### config.mk
export PLATFORM = sky130hd
export DESIGN_NAME = sdram_init_seq
export DESIGN_NICKNAME = d
export VERILOG_FILES = /design/src/rtl/sdram_init_pkg.sv /design/src/rtl/init_timer.sv /design/src/rtl/init_cmd_drive.sv /design/src/rtl/sdram_init_seq.sv
export SDC_FILE = /design/constraint.sdc
export NUM_CORES = 1
export LEC_CHECK = 0
export BUFFER_PORTS_ARGS = -buffer_cell sky130_fd_sc_hd__buf_2
export CORE_MARGIN = 4
export CORE_UTILIZATION = 60
export CTS_BUF_LIST = sky130_fd_sc_hd__clkbuf_4
export DETAILED_ROUTE_END_ITERATION = 16
export PLACE_DENSITY = 0.87
export SYNTH_ARGS = -nofsm -noshare
export SYNTH_HDL_FRONTEND = slang
export SYNTH_SLANG_ARGS = --single-unit
### constraint.sdc
create_clock -name clk -period 4 [get_ports clk]
set_clock_uncertainty 0.1 [all_clocks]
set_input_delay 0.4 -clock clk [delete_from_list [all_inputs] [get_ports clk]]
set_output_delay 0.4 -clock clk [all_outputs]
set_load 0.05 [all_outputs]
### src/rtl/sdram_init_pkg.sv
package sdram_init_pkg;

  typedef enum logic [3:0] {
    CMD_MRS = 4'b0000,
    CMD_REF = 4'b0001,
    CMD_PRE = 4'b0010,
    CMD_ACT = 4'b0011,
    CMD_NOP = 4'b0111
  } sdr_cmd_e;

  // Clock cycles covering a time in ps, never below one.
  function automatic int unsigned cyc_ceil(input longint unsigned t_ps,
                                           input longint unsigned clk_ps);
    longint unsigned q;
    q = (t_ps + clk_ps - 1) / clk_ps;
    if (q == 0) q = 1;
    return int'(q);
  endfunction

  // Command issued at each of the four sequence steps.
  function automatic sdr_cmd_e step_cmd(input logic [1:0] idx, input bit mrs_first);
    sdr_cmd_e c;
    case (idx)
      2'd0:    c = CMD_PRE;
      2'd1:    c = mrs_first ? CMD_MRS : CMD_REF;
      2'd2:    c = CMD_REF;
      default: c = mrs_first ? CMD_REF : CMD_MRS;
    endcase
    return c;
  endfunction

endpackage

### src/rtl/init_timer.sv
module init_timer #(
  parameter int unsigned TW = 13
) (
  input  logic          clk,
  input  logic          load,
  input  logic [TW-1:0] load_val,
  input  logic          dec,
  output logic          zero
);
  logic [TW-1:0] cnt;

  always_ff @(posedge clk) begin
    if (load)
      cnt <= load_val;
    else if (dec && cnt != '0)
      cnt <= cnt - 1'b1;
  end

  assign zero = (cnt == '0);
endmodule

### src/rtl/init_cmd_drive.sv
module init_cmd_drive
  import sdram_init_pkg::*;
#(
  parameter int unsigned ADDR_W    = 12,
  parameter int unsigned BA_W      = 2,
  parameter logic [10:0] MODE_WORD = 11'h023
) (
  input  sdr_cmd_e          cmd,
  output logic              cs_n,
  output logic              ras_n,
  output logic              cas_n,
  output logic              we_n,
  output logic [ADDR_W-1:0] addr,
  output logic [BA_W-1:0]   ba
);
  assign {cs_n, ras_n, cas_n, we_n} = cmd;

  always_comb begin
    addr = '0;
    ba   = '0;
    case (cmd)
      CMD_PRE: addr[10] = 1'b1;
      CMD_MRS: addr     = ADDR_W'(MODE_WORD);
      default: ;
    endcase
  end
endmodule

### src/rtl/sdram_init_seq.sv
module sdram_init_seq
  import sdram_init_pkg::*;
#(
  parameter int unsigned CLK_PS    = 20000,
  parameter int unsigned PWRUP_PS  = 100_000_000,
  parameter int unsigned RP_PS     = 20000,
  parameter int unsigned RFC_PS    = 70000,
  parameter int unsigned MRD_CYC   = 2,
  parameter int unsigned ADDR_W    = 12,
  parameter int unsigned BA_W      = 2,
  parameter int unsigned DQM_W     = 4,
  parameter logic [10:0] MODE_WORD = 11'h023,
  parameter bit          MRS_FIRST = 1'b0
) (
  input  logic              clk,
  input  logic              rst,
  output logic              cke,
  output logic              cs_n,
  output logic              ras_n,
  output logic              cas_n,
  output logic              we_n,
  output logic [DQM_W-1:0]  dqm,
  output logic [BA_W-1:0]   ba,
  output logic [ADDR_W-1:0] addr,
  output logic              init_done
);
  localparam int unsigned PWR_CYC = cyc_ceil(PWRUP_PS, CLK_PS);
  localparam int unsigned RP_CYC  = cyc_ceil(RP_PS, CLK_PS);
  localparam int unsigned RFC_CYC = cyc_ceil(RFC_PS, CLK_PS);
  localparam int unsigned MRD_EFF = (MRD_CYC == 0) ? 1 : MRD_CYC;
  localparam int unsigned MAX_A   = (PWR_CYC > RP_CYC)  ? PWR_CYC : RP_CYC;
  localparam int unsigned MAX_B   = (RFC_CYC > MRD_EFF) ? RFC_CYC : MRD_EFF;
  localparam int unsigned MAX_CYC = (MAX_A > MAX_B) ? MAX_A : MAX_B;
  localparam int unsigned TW      = $clog2(MAX_CYC + 1);

  typedef enum logic [1:0] {PH_PWR, PH_ISSUE, PH_GAP, PH_DONE} phase_e;

  // Minimum command-to-next-event distance for a command.
  function automatic int unsigned gap_of(input sdr_cmd_e c);
    case (c)
      CMD_PRE: return RP_CYC;
      CMD_REF: return RFC_CYC;
      default: return MRD_EFF;
    endcase
  endfunction

  phase_e      phase;
  logic [1:0]  step;
  sdr_cmd_e    step_c;
  sdr_cmd_e    cur_cmd;
  int unsigned cur_gap;
  logic        tmr_load;
  logic [TW-1:0] tmr_val;
  logic        tmr_dec;
  logic        tmr_zero;

  // Named events for the checker
  logic in_pwr_wait;
  logic cmd_fire;
  logic last_step;
  logic gap_over;

  assign step_c      = step_cmd(step, MRS_FIRST);
  assign cur_gap     = gap_of(step_c);
  assign in_pwr_wait = (phase == PH_PWR);
  assign cmd_fire    = (phase == PH_ISSUE);
  assign last_step   = (step == 2'd3);
  assign gap_over    = (cmd_fire && cur_gap == 1) || (phase == PH_GAP && tmr_zero);
  assign cur_cmd     = cmd_fire ? step_c : CMD_NOP;

  assign tmr_load = rst || (cmd_fire && cur_gap > 1);
  assign tmr_val  = rst ? TW'(PWR_CYC - 1) : TW'(cur_gap - 2);
  assign tmr_dec  = (phase == PH_PWR) || (phase == PH_GAP);

  init_timer #(.TW(TW)) u_timer (
    .clk      (clk),
    .load     (tmr_load),
    .load_val (tmr_val),
    .dec      (tmr_dec),
    .zero     (tmr_zero)
  );

  always_ff @(posedge clk) begin
    if (rst) begin
      phase <= PH_PWR;
      step  <= 2'd0;
    end else begin
      case (phase)
        PH_PWR:   if (tmr_zero) phase <= PH_ISSUE;
        PH_ISSUE: if (cur_gap > 1) phase <= PH_GAP;
        PH_GAP:   ;
        default:  ;
      endcase
      if (gap_over) begin
        if (last_step) begin
          phase <= PH_DONE;
        end else begin
          phase <= PH_ISSUE;
          step  <= step + 2'd1;
        end
      end
    end
  end

  init_cmd_drive #(.ADDR_W(ADDR_W), .BA_W(BA_W), .MODE_WORD(MODE_WORD)) u_drive (
    .cmd   (cur_cmd),
    .cs_n  (cs_n),
    .ras_n (ras_n),
    .cas_n (cas_n),
    .we_n  (we_n),
    .addr  (addr),
    .ba    (ba)
  );

  assign cke       = 1'b1;
  assign dqm       = '1;
  assign init_done = (phase == PH_DONE);
endmodule

=== Word-level counts from Yosys, hierarchy flattened ===
Index checks and enable logic that the tools add are counted.

* Word-level logic and storage cells: 50
* Memory bits (writable): 0
* Input bits: 2
* Bits in latches: 0
* Memories: 0
* ROM bits: 0
* Register bits: 17

* Equal/unequal tests: 12
* Multiplexer cells: 13
* Multipliers: 0
* Order comparisons: 1
* Shifts and indexed selects: 0
* Divide/modulo/power cells: 0
* Bitwise operators: 1
* Add/sub/neg operators: 3
* Reduce and logical (&&, ||, !) cells: 17

{| class="wikitable"
|+ Operators with widths
! kind !! number
|-
| $mux W13 || 3
|-
| $eq A32 B1 Y1 const B || 1
|-
| $gt A32 B1 Y1 const B || 1
|-
| $logic_not A13 Y1 || 1
|-
| $reduce_bool A13 Y1 || 1
|-
| $sub A13 B1 Y13 const B || 1
|-
| $sub A13 B2 Y13 const B || 1
|-
| $eq A2 B2 Y1 const B || 4
|-
| $eq A4 B2 Y1 const B || 2
|-
| $mux W2 || 4
|-
| $pmux W2 S2 || 2
|-
| $mux W6 || 1
|-
| $pmux W3 S2 || 1
|-
| $eq A2 B1 Y1 const B || 2
|-
| $eq A4 B1 Y1 const B || 1
|-
| $logic_and A1 B1 Y1 || 4
|-
| $logic_not A2 Y1 || 2
|-
| $logic_not A4 Y1 || 1
|-
| $mux W4 || 1
|-
| $logic_or A1 B1 Y1 || 3
|-
| $ne A3 B1 Y1 const B || 1
|-
| $ne A3 B2 Y1 const B || 1
|-
| $reduce_and A3 Y1 || 1
|-
| $reduce_bool A3 Y1 || 1
|-
| 6 further kinds || 6
|}

=== Depth between registers and ports, before layout ===
* Word-level depth: 10
* Mapped depth: 7
* Depth with buffers taken out: 6

=== Modules after synthesis ===
Synthesis repeated with hierarchy kept, for this count alone.

* Cell total of the unflattened synthesis: 153
* Area, all modules: 1381.3 um^2

{| class="wikitable"
|+ Modules (own cells, without submodules)
! module !! instances !! sequential area each (um^2) !! area an instance (um^2) !! cells an instance
|-
| init_timer || 1 || 390.4 || 862.1 || 92
|-
| sdram_init_seq || 1 || 80.1 || 367.9 || 42
|-
| init_cmd_drive || 1 || 0.0 || 151.4 || 19
|}

=== Worst setup path after synthesis ===
OpenSTA, ideal clock, no wires.

* Kind: register to output
* Start point: register phase[1]
* End point: output addr[1]
* Arrival time: 2758 ps
* Stages on the path, launching flop included: 6
* Required time: 3500 ps
* Buffers on the path: 1
* Path slack: 742 ps
* Cell sequence: dfxtp_1 > nand2b_1 > nor2_4 > clkinv_1 > nor2_1 > buf_4

* Longest elaborated chain between the ends: 4

{| class="wikitable"
|+ Ends and longest elaborated chain
! item !! line !! RTL
|-
| start, declared || sdram_init_seq.sv:47 || <nowiki>phase_e phase;</nowiki>
|-
| start signal, assigned || sdram_init_seq.sv:85 || <nowiki>phase <= PH_PWR;</nowiki>
|-
| start signal, assigned || sdram_init_seq.sv:89 || <nowiki>PH_PWR: if (tmr_zero) phase <= PH_ISSUE;</nowiki>
|-
| start signal, assigned || sdram_init_seq.sv:90 || <nowiki>PH_ISSUE: if (cur_gap > 1) phase <= PH_GAP;</nowiki>
|-
| $eq A2 B1 Y1 || sdram_init_seq.sv:66 || <nowiki>assign cmd_fire = (phase == PH_ISSUE);</nowiki>
|-
| $mux W4 || sdram_init_seq.sv:69 || <nowiki>assign cur_cmd = cmd_fire ? step_c : CMD_NOP;</nowiki>
|-
| via ras_n || sdram_init_seq.sv:19 || <nowiki>output logic ras_n,</nowiki>
|-
| $logic_not A4 Y1 || init_cmd_drive.sv:21 || <nowiki>case (cmd)</nowiki>
|-
| $mux W6 || init_cmd_drive.sv:21 ||
|-
| end, declared || sdram_init_seq.sv:24 || <nowiki>output logic [ADDR_W-1:0] addr,</nowiki>
|}

The timed path passes the listed nets, and every way through them passes these cells.

=== Worst setup path in the final report ===
* Start point: register step[0]
* End point: output addr[1]

* Longest elaborated chain between the ends: 6
* Elaborated cells between the ends (all ways): 8
* Classes of those cells: eq/ne (2); mux (3); reduce/logical (3)

{| class="wikitable"
|+ Ends and longest elaborated chain
! item !! line !! RTL
|-
| start, declared || sdram_init_seq.sv:48 || <nowiki>logic [1:0] step;</nowiki>
|-
| start signal, assigned || sdram_init_seq.sv:99 || <nowiki>step <= step + 2'd1;</nowiki>
|-
| $eq A2 B2 Y1 or $eq A2 B1 Y1 (tied branches) || sdram_init_pkg.sv:23 || <nowiki>case (idx)</nowiki>
|-
| $reduce_or A2 Y1 (no line) || n/a ||
|-
| $pmux W2 S2 (*) || sdram_init_pkg.sv:23 ||
|-
| $mux W4 (*) || sdram_init_seq.sv:69 ||
|-
| $logic_not A4 Y1 (*) || init_cmd_drive.sv:21 ||
|-
| $mux W6 (*) || init_cmd_drive.sv:21 ||
|}

Every way passes the cells marked *; elsewhere a longest branch is shown, timed or not.

==> results.txt <==
status -> complete, no violations
# H-tree levels -> 1
Skew-Pair Late Insertion Delay -> 0.28 ns
largest family of logic cells by synthesized area -> simple AND/OR/NAND/NOR gates
wire per inst -> 13.2 µm
crit start category -> flip-flop
clk root buf -> clkbuf_4
main flop type after synthesis -> edfxtp_1
first-pass GRT wire length -> 3420 µm
Final setup violation count -> 0
largest cells by area after synthesis -> edfxtp_1 (33%), buf_4 (11%), dfxtp_1 (6.8%)
antenna violations before repair -> 0
vias in the first global route -> 779
die area -> 2750 µm²
XOR/XNOR Fraction of Synth Area -> 5.91%
Die Span Y -> 52.4 µm
CP peak stage delay -> 0.39 ns
I/O Buffers -> 9
Critical Path Sink Type -> output pin
cts bufs inserted -> 3
Post-CTS Repair Setup Buffers -> 0
FF+latch area -> 470 µm²
Core Util, Final -> 66.6%
syn_area_per_cell -> 9.63 µm²
core area -> 1800 µm²
area share of fa/ha/maj cells after synthesis -> 6.34%
count leader, synth -> nor2_1
FILL cells -> 155
Starting Density -> 65.8%
Seq cells post-synth -> 17
clk buf depth -> 2
CTS Hold Bufs -> 0
largest net degree at the start of global routing -> 14
vias after detailed routing -> 807
Rows -> 15
WP data arrival -> 1.96 ns
routed wire length -> 2050 µm
CP cell instances -> inv_1 -> ha_1 -> nor2_4 -> clkinv_1 -> nor2_1 -> buf_2
Antenna Cells -> 0
Area growth, synth to finish -> 1.27%
multiplexer share of the synthesized area -> 2.11%
Vias per Instance -> 5.21
clk sinks -> 17
Crit path max-delay family -> buffers and inverters
EDFF count, synth -> 13
crit path time final -> 2.46 ns
Hold Violations, Final -> 0
period utilization -> 61.6%
unrepaired setup endpoints after global routing -> no
Worst Path Required -> 3.50 ns
YS warnings -> 0
pwr/cell area -> 284 nW/µm²
Async SR Flop Fraction -> 0%
Peak supply drop -> 167 µV
Horiz. Die Dim -> 52.4 µm
class of the worst hold path -> input port to flip-flop
Setup TNS -> 0 ns
Final Non-Filler Cells -> 155
1st-pass router iterations -> 4
Total GRT Usage -> 16.7%
Gate Count Post-Synth -> 123
crit path kind -> flip-flop to output pin
RD Place Congestion -> 0.829
simple-gate area share of the yosys netlist -> 22.2%
Mapped Area -> 1180 µm²
Final Max Slew Viols -> 0
placed cell count -> 151
Synth Area in Compound Gates -> 9.08%
Clock Pin Slew Worst Setup and Hold Paths -> 0.10 ns
nets -> 139
Buffers & Inverters on Critical Path -> 3
grt total ovfl -> 0
DRT iter0 DRCs -> 24
I/O pins -> 26
Fin Hold WS -> 0.442 ns
layout cell share with drive strength beyond 1 -> 15.4%
max-capacitance violation count -> 0
CTS tree -> built
Pleak -> 0.000509 µW
CP max stage cell -> dfxtp_1
Unique masters post-synth -> 37
Resized cells post-CTS -> 0
HPWL Detailed -> 1580 µm
Synth top cells by count -> nor2_1 (21), buf_4 (18), edfxtp_1 (13)
sequential element share of the synthesized area -> 39.7%
worst-path maximum fanout -> 9
Multi-input gate area -> 601 µm²
Final ANT Viol Nets -> 0
DRC violations left -> 0
Max Clock Freq -> 0.406 GHz
post-synth top area cell -> edfxtp_1
post-synth top area share -> 32.9%
## cell type report
type                       count  share of cell area [%]
timing repair buffer           9                    3.75
inverter                       6                    1.88
clock buffer                   4                    2.50
tap                           25                    2.61
sequential                    17                    39.2
multi-input combinational     94                    50.1
## state kept, by name (all words and copies together), names as in the netlist
signal	flops
phase	2
step	2
u_timer.cnt	13
## routing by layer
layer / up-vias / global-route usage [%] / part of all wire, %
met1: 387 / 20.5 / 43
met3: 2 / 2.56 / 4.6
met2: 23 / 30.2 / 52
met4: 0 / 3.83 / 0.73
li1: 395 / - / -
met5: - / 0 / 0
## path summary, 6_finish.rpt
check             startpoint        endpoint  slack [ns]  depth (start not counted)
setup / recovery     step[0]         addr[1]        1.54                          6
hold / removal           rst        phase[1]        0.44                          4
setup reg to reg     step[0]  u_timer.cnt[9]        1.77                          6
hold reg to reg      step[1]         step[1]        0.44                          2
## cells by family after synthesis
logic type | count (synthesis)
other | 2
XOR/XNOR | 8
buffers and inverters | 26
AO/OA/AOI/OAI | 14
adder cells (fa/ha/maj) | 6
multiplexers | 2
AND/OR/NAND/NOR | 48
flip-flops | 17
## layout by cell type (no fill, tap or decap), drive strengths merged, types with 5 or more instances in the layout
cell type / instances
xor2: 5
conb: 16
edfxtp: 13
nor2: 22
buf: 9
inv: 5
ha: 6
nand2b: 5
nand2: 6
## power by group
| group | internal, µW | total (µW) | leakage (µW) | switching [µW] |
|---|---|---|---|---|
| Clock | 45.4 | 96.9 | 0.0000184 | 51.5 |
| Sequential | 191 | 195 | 0.000165 | 3.52 |
| Combinational | 6.61 | 49.9 | 0.000326 | 43.2 |
| Total | 243 | 341 | 0.000509 | 98.3 |
## worst register-to-register path: cells and delay by family, from the launching register on
kind                       cells  cell delay, ns
buffers and inverters          2            0.34
adders and majority gates      1            0.26
DFF                            1            0.39
and+or+nand+nor                3            0.84
## stage by stage
step / power, µW / setup WS (ns) / area (µm²)
after detailed placement: 248 / 1.77 / 1170
after global placement: 247 / 1.90 / 1170
final: 341 / 1.54 / 1200
after CTS: 342 / 1.51 / 1200
after global routing: 357 / 1.35 / 1200
after floorplan: 256 / 0.742 / 1240
(Power assumes the default switching activity.)
